`src/rtl/refstep_pkg.sv`:
```
// Shared types for the reference-value stepper.
// Assumes nothing beyond a two-bit sequential state code.
package refstep_pkg;

    // Controller states: wait for press, confirm press, step, wait for release.
    typedef enum logic [1:0] {
        ST_IDLE    = 2'd0,
        ST_CONFIRM = 2'd1,
        ST_BUMP    = 2'd2,
        ST_HOLD    = 2'd3
    } step_state_t;

endpackage

```
`src/rtl/refstep_fsm.sv`:
```
// Press-to-step controller.
// Turns each press of a debounced request into a single one-cycle bump strobe.
// A press must be seen on two consecutive edges. After the bump, the
// controller waits for the release before it accepts another press.
// Assumes `up` is already synchronized to `clk`.
module refstep_fsm
    import refstep_pkg::*;
(
    input  logic        clk,
    input  logic        rst_n,
    input  logic        up,
    output step_state_t state,
    output logic        bump
);

    step_state_t state_q;
    step_state_t state_d;

    // Next-state selection for the four-state handshake.
    always_comb begin
        state_d = state_q;
        unique case (state_q)
            ST_IDLE:    state_d = up ? ST_CONFIRM : ST_IDLE;
            ST_CONFIRM: state_d = up ? ST_BUMP    : ST_IDLE;
            ST_BUMP:    state_d = ST_HOLD;
            ST_HOLD:    state_d = up ? ST_HOLD    : ST_IDLE;
            default:    state_d = ST_IDLE;
        endcase
    end

    // State register with synchronous active-low reset.
    always_ff @(posedge clk) begin
        if (!rst_n) state_q <= ST_IDLE;
        else        state_q <= state_d;
    end

    assign state = state_q;
    assign bump  = (state_q == ST_BUMP);

endmodule

```
`src/rtl/refstep_succ.sv`:
```
// Successor function with wrap between two bounds.
// Gives the value that follows `cur`. After REF_MAX it gives REF_MIN.
// When the bounds span the whole register, the plain adder overflow is used
// and no compare is built.
// Assumes REF_MIN < REF_MAX < 2**WIDTH.
module refstep_succ #(
    parameter int WIDTH   = 8,
    parameter int REF_MIN = 16,
    parameter int REF_MAX = 40
) (
    input  logic [WIDTH-1:0] cur,
    output logic [WIDTH-1:0] nxt
);

    localparam logic [WIDTH-1:0] MIN_V = WIDTH'(REF_MIN);
    localparam logic [WIDTH-1:0] MAX_V = WIDTH'(REF_MAX);
    localparam bit FULL_SPAN = (REF_MIN == 0) && (REF_MAX == (2 ** WIDTH) - 1);

    generate
        if (FULL_SPAN) begin : g_natural
            // Full-range variant: overflow of the adder is the wrap.
            always_comb nxt = cur + 1'b1;
        end else begin : g_bounded
            // Bounded variant: explicit compare against the upper bound.
            always_comb nxt = (cur == MAX_V) ? MIN_V : cur + 1'b1;
        end
    endgenerate

endmodule

```
`src/rtl/refstep_value.sv`:
```
// Reference value register.
// Loads the successor on a bump strobe and holds its value otherwise.
// Reset loads the lower bound.
// Assumes `bump` is high for one cycle per step.
module refstep_value #(
    parameter int WIDTH   = 8,
    parameter int REF_MIN = 16,
    parameter int REF_MAX = 40
) (
    input  logic             clk,
    input  logic             rst_n,
    input  logic             bump,
    output logic [WIDTH-1:0] value
);

    localparam logic [WIDTH-1:0] MIN_V = WIDTH'(REF_MIN);

    logic [WIDTH-1:0] value_q;
    logic [WIDTH-1:0] succ;

    refstep_succ #(
        .WIDTH  (WIDTH),
        .REF_MIN(REF_MIN),
        .REF_MAX(REF_MAX)
    ) u_succ (
        .cur(value_q),
        .nxt(succ)
    );

    // Value register: steps on bump, holds otherwise.
    always_ff @(posedge clk) begin
        if (!rst_n)    value_q <= MIN_V;
        else if (bump) value_q <= succ;
        else           value_q <= value_q;
    end

    assign value = value_q;

endmodule

```
`src/rtl/refstep_top.sv`:
```
// Pushbutton reference-value stepper, top level.
// Raises `ref_val` by one unit per press, wrapping from REF_MAX to REF_MIN.
// Assumes `up` is debounced and synchronized, and REF_MIN < REF_MAX < 2**WIDTH.
module refstep_top #(
    parameter int WIDTH   = 8,
    parameter int REF_MIN = 16,
    parameter int REF_MAX = 40
) (
    input  logic             clk,
    input  logic             rst_n,
    input  logic             up,
    output logic [WIDTH-1:0] ref_val
);

    import refstep_pkg::*;

    step_state_t state_w;
    logic        bump_w;

    refstep_fsm u_fsm (
        .clk  (clk),
        .rst_n(rst_n),
        .up   (up),
        .state(state_w),
        .bump (bump_w)
    );

    refstep_value #(
        .WIDTH  (WIDTH),
        .REF_MIN(REF_MIN),
        .REF_MAX(REF_MAX)
    ) u_value (
        .clk  (clk),
        .rst_n(rst_n),
        .bump (bump_w),
        .value(ref_val)
    );

endmodule

```
`config.mk`:
```
export PLATFORM = sky130hd
export DESIGN_NAME = refstep_top
export DESIGN_NICKNAME = d
export VERILOG_FILES = /design/src/rtl/refstep_pkg.sv /design/src/rtl/refstep_fsm.sv /design/src/rtl/refstep_succ.sv /design/src/rtl/refstep_value.sv /design/src/rtl/refstep_top.sv
export SDC_FILE = /design/constraint.sdc
export NUM_CORES = 1
export LEC_CHECK = 0
export ABC_AREA = 0
export BUFFER_PORTS_ARGS = -buffer_cell sky130_fd_sc_hd__buf_4
export CAP_MARGIN = 10
export CORE_AREA = 2 2 43 45
export CTS_BUF_LIST = sky130_fd_sc_hd__clkbuf_8
export DETAILED_ROUTE_END_ITERATION = 8
export DIE_AREA = 0 0 45 47
export PLACE_DENSITY = 0.58
export REMOVE_ABC_BUFFERS = 1
export SYNTH_ARGS = -nofsm -noshare
export SYNTH_HDL_FRONTEND = slang
export SYNTH_SLANG_ARGS = --single-unit
```
`constraint.sdc`:
```
create_clock -name clk -period 1.4 [get_ports clk]
set_input_delay 0.28 -clock clk [delete_from_list [all_inputs] [get_ports clk]]
set_output_delay 0.28 -clock clk [all_outputs]
set_load 0.05 [all_outputs]
```
# After elaboration in Yosys (flattened, before gate mapping)

Cells that the tools add are included.

Equal/unequal tests: 4
$add $sub $neg: 1
Muxes and demuxes: 5
Reduce and logical (&&, ||, !) cells: 1

Operators with widths:

| operator                                       | number |
|---|---|
| adder 8 x 1 -> 8 bit (second input constant)   | 1 |
| == test 8 x 6 -> 1 bit (second input constant) | 1 |
| 2-to-1 mux 8 bit                               | 1 |
| case mux 2 bit (4 select lines)                | 1 |
| == test 2 bit (second input constant)          | 2 |
| 2-to-1 mux 2 bit                               | 2 |
| == test 2 x 1 -> 1 bit (second input constant) | 1 |
| logical NOT 2 bit                              | 1 |
| 2-to-1 mux 1 bit                               | 1 |

Bits of input ports: 3
Logic and storage cells: 13
Output and inout bits: 8
Register bits: 10

# Depth between registers and ports, before layout

Gate-level depths: netlist of the first run.

Word-level depth: 2
Mapped depth: 5
Mapped depth without buffers: 5

# Modules after synthesis

A second synthesis of the first run with hierarchy kept.

Cell total of the unflattened synthesis: 65
Area, all modules: 613.1 um^2

Modules (own cells, without submodules):

| module        | cells each | instances | area each (um^2) | sequential area each (um^2) |
|---|---|---|---|---|
| refstep_value | 25         | 1         | 299.0            | 160.2 |
| refstep_succ  | 31         | 1         | 229.0            | 0.0 |
| refstep_fsm   | 9          | 1         | 85.1             | 40.0 |

# Least setup slack after synthesis of the first run

No wires, ideal clock.

Path kind: flip-flop to flip-flop
Start point: register u_value.value_q[0] (netlist: u_value.value[0])
End point: register u_value.value_q[4] (netlist: u_value.value[4])
Arrival time: 1646 ps
Period minus slack after synthesis: 1773 ps
Setup slack: -373 ps
Stages on the path, launching flop included: 6
Required time: 1273 ps
Setup time: 127 ps
Path buffers: 0
Cell sequence: dfxtp_1 inv_1 ha_1 or4b_4 o31ai_4 or3b_1

Cells in the longest elaborated chain, start to end: 2
Elaborated cells between the ends (all ways): 3
Classes of those cells: add/sub: 1; eq/ne: 1; mux: 1

Ends and longest elaborated chain:

| what                                                           | RTL line            | source |
|---|---|---|
| from (decl)                                                    | refstep_value.sv:18 | `logic [WIDTH-1:0] value_q;` |
| from (signal assigned)                                         | refstep_value.sv:33 | `else if (bump) value_q <= succ;` |
| from (signal assigned)                                         | refstep_value.sv:34 | `else value_q <= value_q;` |
| adder 8 x 1 -> 8 bit or == test 8 x 6 -> 1 bit (tied branches) | refstep_succ.sv:25  | `always_comb nxt = (cur == MAX_V) ? MIN_V : cur + 1'b1;` |
| 2-to-1 mux 8 bit *                                             | refstep_succ.sv:25  |  |

Every way passes the cells marked *; elsewhere a longest branch is shown, timed or not.
A chain may end at the register's enable or synchronous reset.

# Worst setup path in the final report of the first run

Ends and elaborated chain as after synthesis.

==> results of run 1 <==
path summary, 6_finish.rpt:
path | to | slack [ns]
worst max-delay path | u_value.value[4] | -0.1
worst min register to register | flip-flop | 0.54
worst max register to register | u_value.value[4] | -0.1
worst min-delay path | u_fsm.state[0] | 0.31
Yosys cell counts:
master / count
mux2i_1: 1
a21boi_0: 1
nand2b_1: 1
a21oi_1: 4
nor2_1: 3
and2_1: 1
or3b_1: 1
or4b_4: 1
dfxtp_1: 10
or4_1: 1
o21ai_0: 4
xor2_1: 1
or3_1: 2
nor3_1: 1
nand2_1: 3
maj3_1: 1
nand3b_1: 2
o31ai_4: 1
ha_1: 2
inv_1: 3
o31ai_1: 1
xnor2_1: 1
nand4b_1: 2
or3_2: 1
nand3_1: 2
through the flow:
stage	power (W)	cell area, sq um	utilization [%]
after floorplan	0.000335	483	-
after global placement	0.000352	647	39.2
after detailed placement	0.000353	647	39.2
after CTS	0.000656	744	45.1
after global routing	0.000668	748	45.3
final	0.000647	748	45.3
layout make-up:
cell class,count,share of cell area (%)
multi-input combinational,38,40.0
sequential,10,27.1
timing repair buffer,22,23.1
clock buffer,3,5.52
tap,17,2.84
inverter,3,1.51
worst register-to-register path, delay by kind of cell (launching register included):
kind / cells / cell delay, ns
and+or+nand+nor: 2 / 0.56
DFF: 1 / 0.32
buffers and inverters: 2 / 0.23
AOI/OAI and AO/OA: 1 / 0.23
adders and majority gates: 1 / 0.11
metal layers:
| layer | vias up | wire length [um] | global-route usage, % |
|---|---|---|---|
| met3 | 2 | 71 | 2.31 |
| met1 | 220 | 482 | 14.7 |
| met5 | - | 0 | 0 |
| met2 | 16 | 573 | 22.9 |
| li1 | 235 | - | - |
| met4 | 0 | 22 | 7.06 |
timing repair:
action | 4_1_cts | 5_1_grt
hold endpoints to repair | 0 | 0
setup buffers | 3 | 0
setup endpoints to repair | 8 | 8
pin swaps | 4 | 2
resized for setup | 11 | 1
cells by family after synthesis:
| logic type | after synthesis |
|---|---|
| compound gates | 11 |
| xor+xnor | 2 |
| fa+ha+maj | 3 |
| buf+inv | 3 |
| flops | 10 |
| mux | 1 |
| simple gates | 21 |
registers in the layout (all words and copies together) (netlist names), named ones only:
| name | flops |
|---|---|
| u_value.value | 8 |
| u_fsm.state | 1 |
report_power, final:
part,internal [W],leakage (nW),switching (W)
Combinational,0.0000333,0.192,0.0000291
Clock,0.000187,0.0216,0.0000982
Sequential,0.000292,0.0820,0.00000730
Total,0.000512,0.296,0.000135
==> out/metrics.csv, run 1 <==
metric;value;unit
ys_ff_latch;10;
cts_root_buf;clkbuf_8;
design.core.area;1650;sq um
placementRows;15;
cts_tree;yes;
syn_inst;51;
p_per_area;865;nW/um^2
antenna_found_initial;0;
cp_max_fo;5;
vias;473;
ant_nets;0;
overflow;0;
via_per_inst;5.09;
dieArea;2120;sq um
ios;11;
multi_input_area;299;sq um
peakVddDrop;0.642;mV
crit_chain;inv_2 -> ha_4 -> or4b_4 -> o31ai_4 -> buf_6 -> or3b_1;
worstRegToRegCells;6;
synthMuxAreaShare;2.07;%
fin_cells;93;
violations;setup timing;
seqCellArea;203;sq um
start_util;29.2;%
cp.buffers_inverters;2;
critPathTopFamily;simple AND/OR/NAND/NOR gates;
area_growth;54.9;%
numPortBuffers;10;
worst_pin_slew;0.284;ns
crit_slowest_cell;or4b_4;
detail_route.wl_per_cell;12.4;um
hpwlAfterDp;867;um
hold_ws;0.312;ns
endpoint_kind;flip-flop;
fin_crit;1.50;ns
dp_cells;87;
cts_htree_levels;1;
worstHoldStart;rst_n;
cts_hold_buf;0;
cts_buffer_depth;2;
drive_above_1_share;48.7;%
fin_skew;0.00406;ns
clk_pin_slew_worst_paths;0.04;ns
ys_seq_area_share;41.5;%
cp.required;1.57;ns
layout_commonest_cell;buf_4;
antenna_cells;0;
synth_top_family_by_area;simple AND/OR/NAND/NOR gates;
first_global_vias;466;
avgSynthCellArea;9.47;sq um
synth_compound_area_share;15.8;%
synth_area;483;sq um
cp-start-kind;flip-flop;
crit_type;flip-flop to flip-flop;
startpoint;u_value.value[0];
drt-pass1-iter-count;4;
slowest_delay;0.46;ns
reg2reg_from;u_value.value[0];
drt-initial-drc-count;7;
rsz0062_at_grt;true;
worstHoldPathCells;2;
place.gp.congestion;0.690;
maxCapViolations;0;
fmax;668;MHz
relSlewSlack;80.9;%
die_width;45;um
fillCellCount;168;
synth_adder_area_share;7.25;%
hp-class;input port to flip-flop;
fin_crit_sh;107;%
synth_top_area_cell;dfxtp_1;
p_leak;0.296;nW
synth_top_area_share;41.5;%
final_cell_mix;buf_4, dfxtp_1, a21oi_2, o21ai_0;
grt.total_usage;12.9;%
tns;-0.723;ns
fp.dieH;47;um
path_depth;6;
cts_buffers;3;
drc;0;
synth_xor_area_share;3.63;%
clk_latency;0.23;ns
maxSlewViolCount;0;
hold_viol_final;0;
status;complete, but fails checks;
grt_max_degree;8;
cts_sinks;10;
fin_nets;83;
synth_area_leaders;dfxtp_1, ha_1, o31ai_4, a21oi_1, o21ai_0;
wl;1150;um
preCtsSetupSlack;-0.163;ns
yosys.cell_types.count;25;
setup_violations;8;
arrival;1.67;ns
yosys_warnings;0;
grt_pass1_wl;1920;um
synthSimpleGateAreaFrac;27.5;%
setup_ws;-0.0978;ns
No activity file was read; power rests on OpenSTA's default activity.
==> run 2: changes to the inputs <==
CORE_AREA = 2 2 48 50   (was 2 2 43 45)
DIE_AREA = 0 0 50 52   (was 0 0 45 47)
PLACE_DENSITY = 0.57   (was 0.58)
SYNTH_HIERARCHICAL = 1   (was not set)
==> run 2 against run 1 <==
Compared with the run above:
- the run still ends with setup timing left
- combinational power is 7.8% higher
- critical path depth up 1
- highest routed layer unchanged
- global-route usage is 0.92 points lower
- routed wire length grew 14%
- flip-flop and latch count is the same
- critical endpoint is now u_value/value[3]
- final cell count is 20% higher
- synthesized cell count rose by 27%
- die area up 23%
- clock power up 27%
- clock skew is 0.0020 ns higher
==> out/metrics.csv, run 2 <==
metric;value;unit;change
clk_latency;0.24;ns;was 0.23 ns
rsz0062_at_grt;true;;unchanged
fillCellCount;224;;was 168
fin_skew;0.00609;ns;was 0.00406 ns
layout_commonest_cell;buf_4;;unchanged
ys_ff_latch;10;;unchanged
cts_root_buf;clkbuf_8;;unchanged
synth_area;613;sq um;was 483 sq um
design.core.area;2110;sq um;was 1650 sq um
synth_top_area_cell;dfxtp_1;;unchanged
worst_pin_slew;0.292;ns;was 0.284 ns
wl;1310;um;was 1150 um
dieArea;2600;sq um;was 2120 sq um
p_leak;0.332;nW;was 0.296 nW
yosys_warnings;6;;was 0
p_sw;0.000154;W;was 0.000135 W
setup_violations;4;;was 8
p_int;0.000572;W;was 0.000512 W
fin_cells;112;;was 93
peakVddDrop;0.692;mV;was 0.642 mV
start_util;29.1;%;was 29.2%
placementRows;17;;was 15
post-cts-setup-buffers;0;;was 3
p_comb_share;9.3;%;was 9.7%
synth_area_leaders;dfxtp_1, mux2i_1, nor2b_1, ha_1, buf_6;;was dfxtp_1, ha_1, o31ai_4, a21oi_1, o21ai_0
via_per_inst;4.75;;was 5.09
vias;532;;was 473
synthMostInstantiatedCell;dfxtp_1;;unchanged
overflow;0;;unchanged
route.met2.wl;562;um;was 573 um
met3_length;61;um;was 71 um
dp_cells;108;;was 87
cp-start-kind;flip-flop;;unchanged
cts_sinks;10;;unchanged
detail_route.wl_per_cell;11.7;um;was 12.4 um
maxSlewViolCount;0;;unchanged
highest_layer;met4;;unchanged
hold_ws;0.277;ns;was 0.312 ns
status;complete, but fails checks;;unchanged
fin_crit_sh;110;%;was 107%
grt_pass1_wl;2320;um;was 1920 um
synth_edf_count;0;;unchanged
die_width;50;um;was 45 um
placed_area;756;sq um;was 647 sq um
grt_max_degree;12;;was 8
numPortBuffers;10;;unchanged
drt-pass1-iter-count;4;;unchanged
maxCapViolations;0;;unchanged
grt.total_usage;12.0;%;was 12.9%
arrival;1.67;ns;about the same
drt-initial-drc-count;4;;was 7
area_growth;40.0;%;was 54.9%
cts_buffers;3;;unchanged
utilization;40.8;%;was 45.3%
reg2reg_slack;-0.14;ns;was -0.1 ns
ys_seq_area_share;32.7;%;was 41.5%
fp.dieH;52;um;was 47 um
hpwlAfterDp;964;um;was 867 um
ant_nets;0;;unchanged
drive_above_1_share;42.9;%;was 48.7%
setup_ws;-0.144;ns;was -0.0978 ns
syn_inst;65;;was 51
violations;setup timing;;unchanged
power.total;0.000726;W;was 0.000647 W
hp-class;input port to flip-flop;;unchanged
drc;0;;unchanged
p_seq_share;40.7;%;was 46.3%
antenna_found_initial;0;;unchanged
yosys.cell_types.count;30;;was 25
hold_viol_final;0;;unchanged
fin_nets;90;;was 83
stdcell_area;858;sq um;was 748 sq um
avgSynthCellArea;9.43;sq um;was 9.47 sq um
fmax;648;MHz;was 668 MHz
cts_htree_levels;1;;unchanged
cp.required;1.52;ns;was 1.57 ns
endpoint_kind;flip-flop;;unchanged
cts_hold_buf;0;;unchanged
synth_commonest_cells;dfxtp_1, mux2i_1, nor2b_1;;was dfxtp_1, a21oi_1, o21ai_0
synth_top_area_share;32.7;%;was 41.5%
cts_buffer_depth;2;;unchanged
first_global_vias;491;;was 466
clk_pin_slew_worst_paths;0.05;ns;was 0.04 ns
cp_max_fo;2;;was 5
place.gp.congestion;0.780;;was 0.690
clkPwrFrac;50.0;%;was 44.1%
cts_tree;yes;;unchanged
antenna_cells;0;;unchanged
p_sw_share;21.2;%;was 20.8%
wl_met1;662;um;was 482 um
p_per_area;846;nW/um^2;was 865 nW/um^2
crit_type;flip-flop to flip-flop;;unchanged
final_cell_mix;buf_4, mux2i_1, nor2b_1;;was buf_4, dfxtp_1, a21oi_2, o21ai_0
fin_crit;1.54;ns;was 1.50 ns
ios;11;;unchanged
synthFlopType;dfxtp_1;;unchanged
largest_register_ff_count;8;;unchanged
relSlewSlack;80.5;%;was 80.9%
async_reset_ff_share;0;%;unchanged
-- run 2: changes by cell type after synthesis, sizes merged, moves of 2 or more --
cell | before | now
a21oi | 4 | 2
buf | 0 | 3
or3 | 3 | 0
nand4b | 2 | 0
nor2b | 0 | 9
mux2i | 1 | 9
and3 | 0 | 3
nand4 | 0 | 2
o31ai | 2 | 0
-- run 2: cell type report --
class,count,area (sq um),share of cell area [%]
Tap cell,28,35.0,4.08
Sequential cell,10,204,23.8
Timing Repair Buffer,18,139,16.2
Clock buffer,4,55.1,6.41
Multi-Input combinational cell,50,418,48.7
Inverter,2,7.51,0.875
-- run 2: kinds of logic after synthesis --
group / share of synthesized area (%)
simple gates: 26.3
compound gates: 12.2
mux: 14.7
fa+ha+maj: 4.08
xor+xnor: 4.29
flops: 32.7
buf+inv: 5.71
-- run 2: power by group through the flow --
stage / Sequential [W] / Clock, W / Combinational (W)
after floorplan: 0.000308 / 0 / 0.0000311
after global placement: 0.000300 / 0 / 0.0000607
after detailed placement: 0.000300 / 0 / 0.0000623
after CTS: 0.000295 / 0.000374 / 0.0000656
after global routing: 0.000296 / 0.000393 / 0.0000744
final: 0.000296 / 0.000363 / 0.0000674
-- run 2: worst max-delay path: stages (launching register included) --
cell and delay [ns]:
dfxtp_2 0.32, inv_2 0.07, ha_4 0.13, or4b_4 0.48, o211ai_2 0.14, o21ai_1 0.08, mux2i_1 0.14, nor2b_1 0.07
-- run 2: worst paths after layout --
kind	startpoint	depth (start not counted)	endpoint
setup / recovery	u_value/value[1]	7	u_value/value[3]
hold / removal	rst_n	2	u_value/value[4]
setup reg to reg	u_value/value[1]	7	u_value/value[3]
hold reg to reg	flip-flop	2	u_fsm/state[0]
-- run 2: timing repair --
action                                  CTS  global route
resized for setup                         8             5
endpoints found under the setup margin    5             8
pin swaps                                 4             2
-- run 2: metal layers --
metal | GRT usage (%) | vias to the layer above
met3 | 2.59 | 2
met4 | 5.56 | 0
met5 | 0 | -
met1 | 16.9 | 243
met2 | 17.1 | 13
li1 | - | 274
-- run 2: stage by stage --
stage / setup WS, ns / setup TNS [ns]
3_5_place_dp: -0.140 / -0.637
3_3_place_gp: -0.136 / -0.536
2_1_floorplan: -0.376 / -2.55
4_1_cts: -0.133 / -0.546
6_report: -0.144 / -0.407
5_1_grt: -0.208 / -0.836
==> run 3: changes to the inputs <==
REMOVE_ABC_BUFFERS = not set   (was 1)
==> run 3 against run 2 <==
Compared with the run above:
- the flow still finishes with violations (setup timing)
- clock power is 15% lower
- power is 8.3% lower
- register-to-register slack worse by 0.02 ns
- combinational power hardly changed
- critical path type unchanged
- critical endpoint is now u_value/value[1]
- largest power group unchanged
==> out/metrics.csv, run 3 (synthesis results as in run 2) <==
metric;value;unit;change
via_per_inst;4.63;;was 4.75
ant_nets;0;;unchanged
cts_hold_buf;0;;unchanged
fp.dieH;52;um;unchanged
grt.total_usage;12.6;%;was 12.0%
slowest_delay;0.47;ns;was 0.48 ns
met3_usage;2.59;%;unchanged
hpwlAfterDp;915;um;was 964 um
cp.required;1.53;ns;was 1.52 ns
drt-pass1-iter-count;4;;unchanged
cts_htree_levels;1;;unchanged
utilization;41.5;%;was 40.8%
crit_chain;inv_4 -> ha_4 -> or4b_4 -> nor2_2 -> a21boi_1 -> mux2i_1 -> nor2b_1;;was inv_2 -> ha_4 -> or4b_4 -> o211ai_2 -> o21ai_1 -> mux2i_1 -> nor2b_1
placementRows;17;;unchanged
dieArea;2600;sq um;unchanged
fin_crit_sh;112;%;was 110%
reg2reg_slack;-0.16;ns;was -0.14 ns
cts_root_buf;clkbuf_8;;unchanged
setup_ws;-0.163;ns;was -0.144 ns
tns;-0.607;ns;was -0.407 ns
maxCapViolations;0;;unchanged
overflow;0;;unchanged
endpoint_kind;flip-flop;;unchanged
relSlewSlack;82.5;%;was 80.5%
cp-start-kind;flip-flop;;unchanged
final_cell_mix;buf_4, mux2i_1, nor2b_1;;unchanged
grt_use_met2;19.5;%;was 17.1%
wl;1360;um;was 1310 um
hp-class;input port to flip-flop;;unchanged
p_per_area;763;nW/um^2;was 846 nW/um^2
cts_tree;yes;;unchanged
grt_most_used_layer;met2;;unchanged
clk_pin_slew_worst_paths;0.05;ns;about the same
grt_pass1_wl;2420;um;was 2320 um
fmax;640;MHz;was 648 MHz
post-cts-setup-buffers;0;;unchanged
fillCellCount;222;;was 224
ios;11;;unchanged
first_global_vias;533;;was 491
crit_slowest_cell;or4b_4;;unchanged
syn_nets;70;;
cts_sinks;10;;unchanged
fin_nets;90;;unchanged
drc;0;;unchanged
antenna_found_initial;0;;unchanged
worst_pin_slew;0.261;ns;was 0.292 ns
start_util;29.1;%;unchanged
cp_max_fo;3;;was 2
violations;setup timing;;unchanged
setup_violations;4;;unchanged
numPortBuffers;10;;unchanged
antenna_cells;0;;unchanged
hold_ws;0.292;ns;was 0.277 ns
maxSlewViolCount;0;;unchanged
peakVddDrop;0.404;mV;was 0.692 mV
cts_buffer_depth;2;;unchanged
fin_crit;1.56;ns;was 1.54 ns
dp_cells;108;;unchanged
p_leak;0.349;nW;was 0.332 nW
area_growth;42.4;%;was 40.0%
place.gp.congestion;0.706;;was 0.780
grt_use_met1;16.3;%;was 16.9%
preCtsSetupSlack;-0.132;ns;was -0.140 ns
vias;519;;was 532
fin_cells;112;;unchanged
cts_buffers;3;;unchanged
largest_register_ff_count;8;;unchanged
hold_viol_final;0;;unchanged
clk_latency;0.24;ns;about the same
die_width;50;um;unchanged
crit_type;flip-flop to flip-flop;;unchanged
grt_max_degree;13;;was 12
rsz0062_at_grt;true;;unchanged
drive_above_1_share;47.6;%;was 42.9%
arrival;1.69;ns;was 1.67 ns
design.core.area;2110;sq um;unchanged
status;complete, but fails checks;;unchanged
detail_route.wl_per_cell;12.1;um;was 11.7 um
layout_commonest_cell;buf_4;;unchanged
drt-initial-drc-count;3;;was 4
fin_skew;0.00631;ns;was 0.00609 ns
-- run 3: cell types whose count changed in the layout (fill, tap and decap cells not counted), sizes merged --
| cell | change |
|---|---|
| clkbuf | -1 |
| inv | +1 |
-- run 3: routing by layer --
metal  vias to the layer above  share of wire, %
met4                         0              0.74
met5                         -                 0
met1                       240                48
met2                         5                48
met3                         2               2.6
li1                        272                 -
-- run 3: layout make-up --
cell class	instances	area [sq um]	area share, %
Multi-Input combinational cell	50	429	49.1
Sequential cell	10	219	25.1
Timing Repair Buffer	18	135	15.5
Clock buffer	3	41.3	4.73
Tap cell	28	35.0	4.01
Inverter	2	10.0	1.15
Clock inverter	1	3.75	0.430
-- run 3: final timing paths --
path / startpoint / to / cells past startpoint
max: u_value/value[0] / u_value/value[1] / 7
min: rst_n / u_value/value[4] / 2
max reg2reg: u_value/value[0] / u_value/value[1] / 7
min reg2reg: flip-flop / u_fsm/state[0] / 2
-- run 3: per-stage QoR --
stage	cell area [sq um]	power, W
after global routing	873	0.000701
final	873	0.000666
after global placement	774	0.000355
after detailed placement	774	0.000356
after floorplan	632	0.000336
after CTS	838	0.000676
-- run 3: report_power, final --
part | internal [W] | switching (W) | leakage, nW
Clock | 0.000192 | 0.000116 | 0.0269
Combinational | 0.0000348 | 0.0000329 | 0.237
Sequential | 0.000285 | 0.00000495 | 0.0847
Total | 0.000512 | 0.000154 | 0.349
-- run 3: what timing repair did --
action / 4_1_cts / 5_1_grt
setup endpoints to repair: 5 / 6
gates resized for setup: 3 / 7
pin swaps: 0 / 1
-- run 3: critical path, delay by kind of cell, from the launching register on --
family | cells | cell delay, ns
compound gates | 1 | 0.09
fa+ha+maj | 1 | 0.12
buf+inv | 1 | 0.05
flops | 1 | 0.35
mux | 1 | 0.14
simple gates | 3 | 0.71
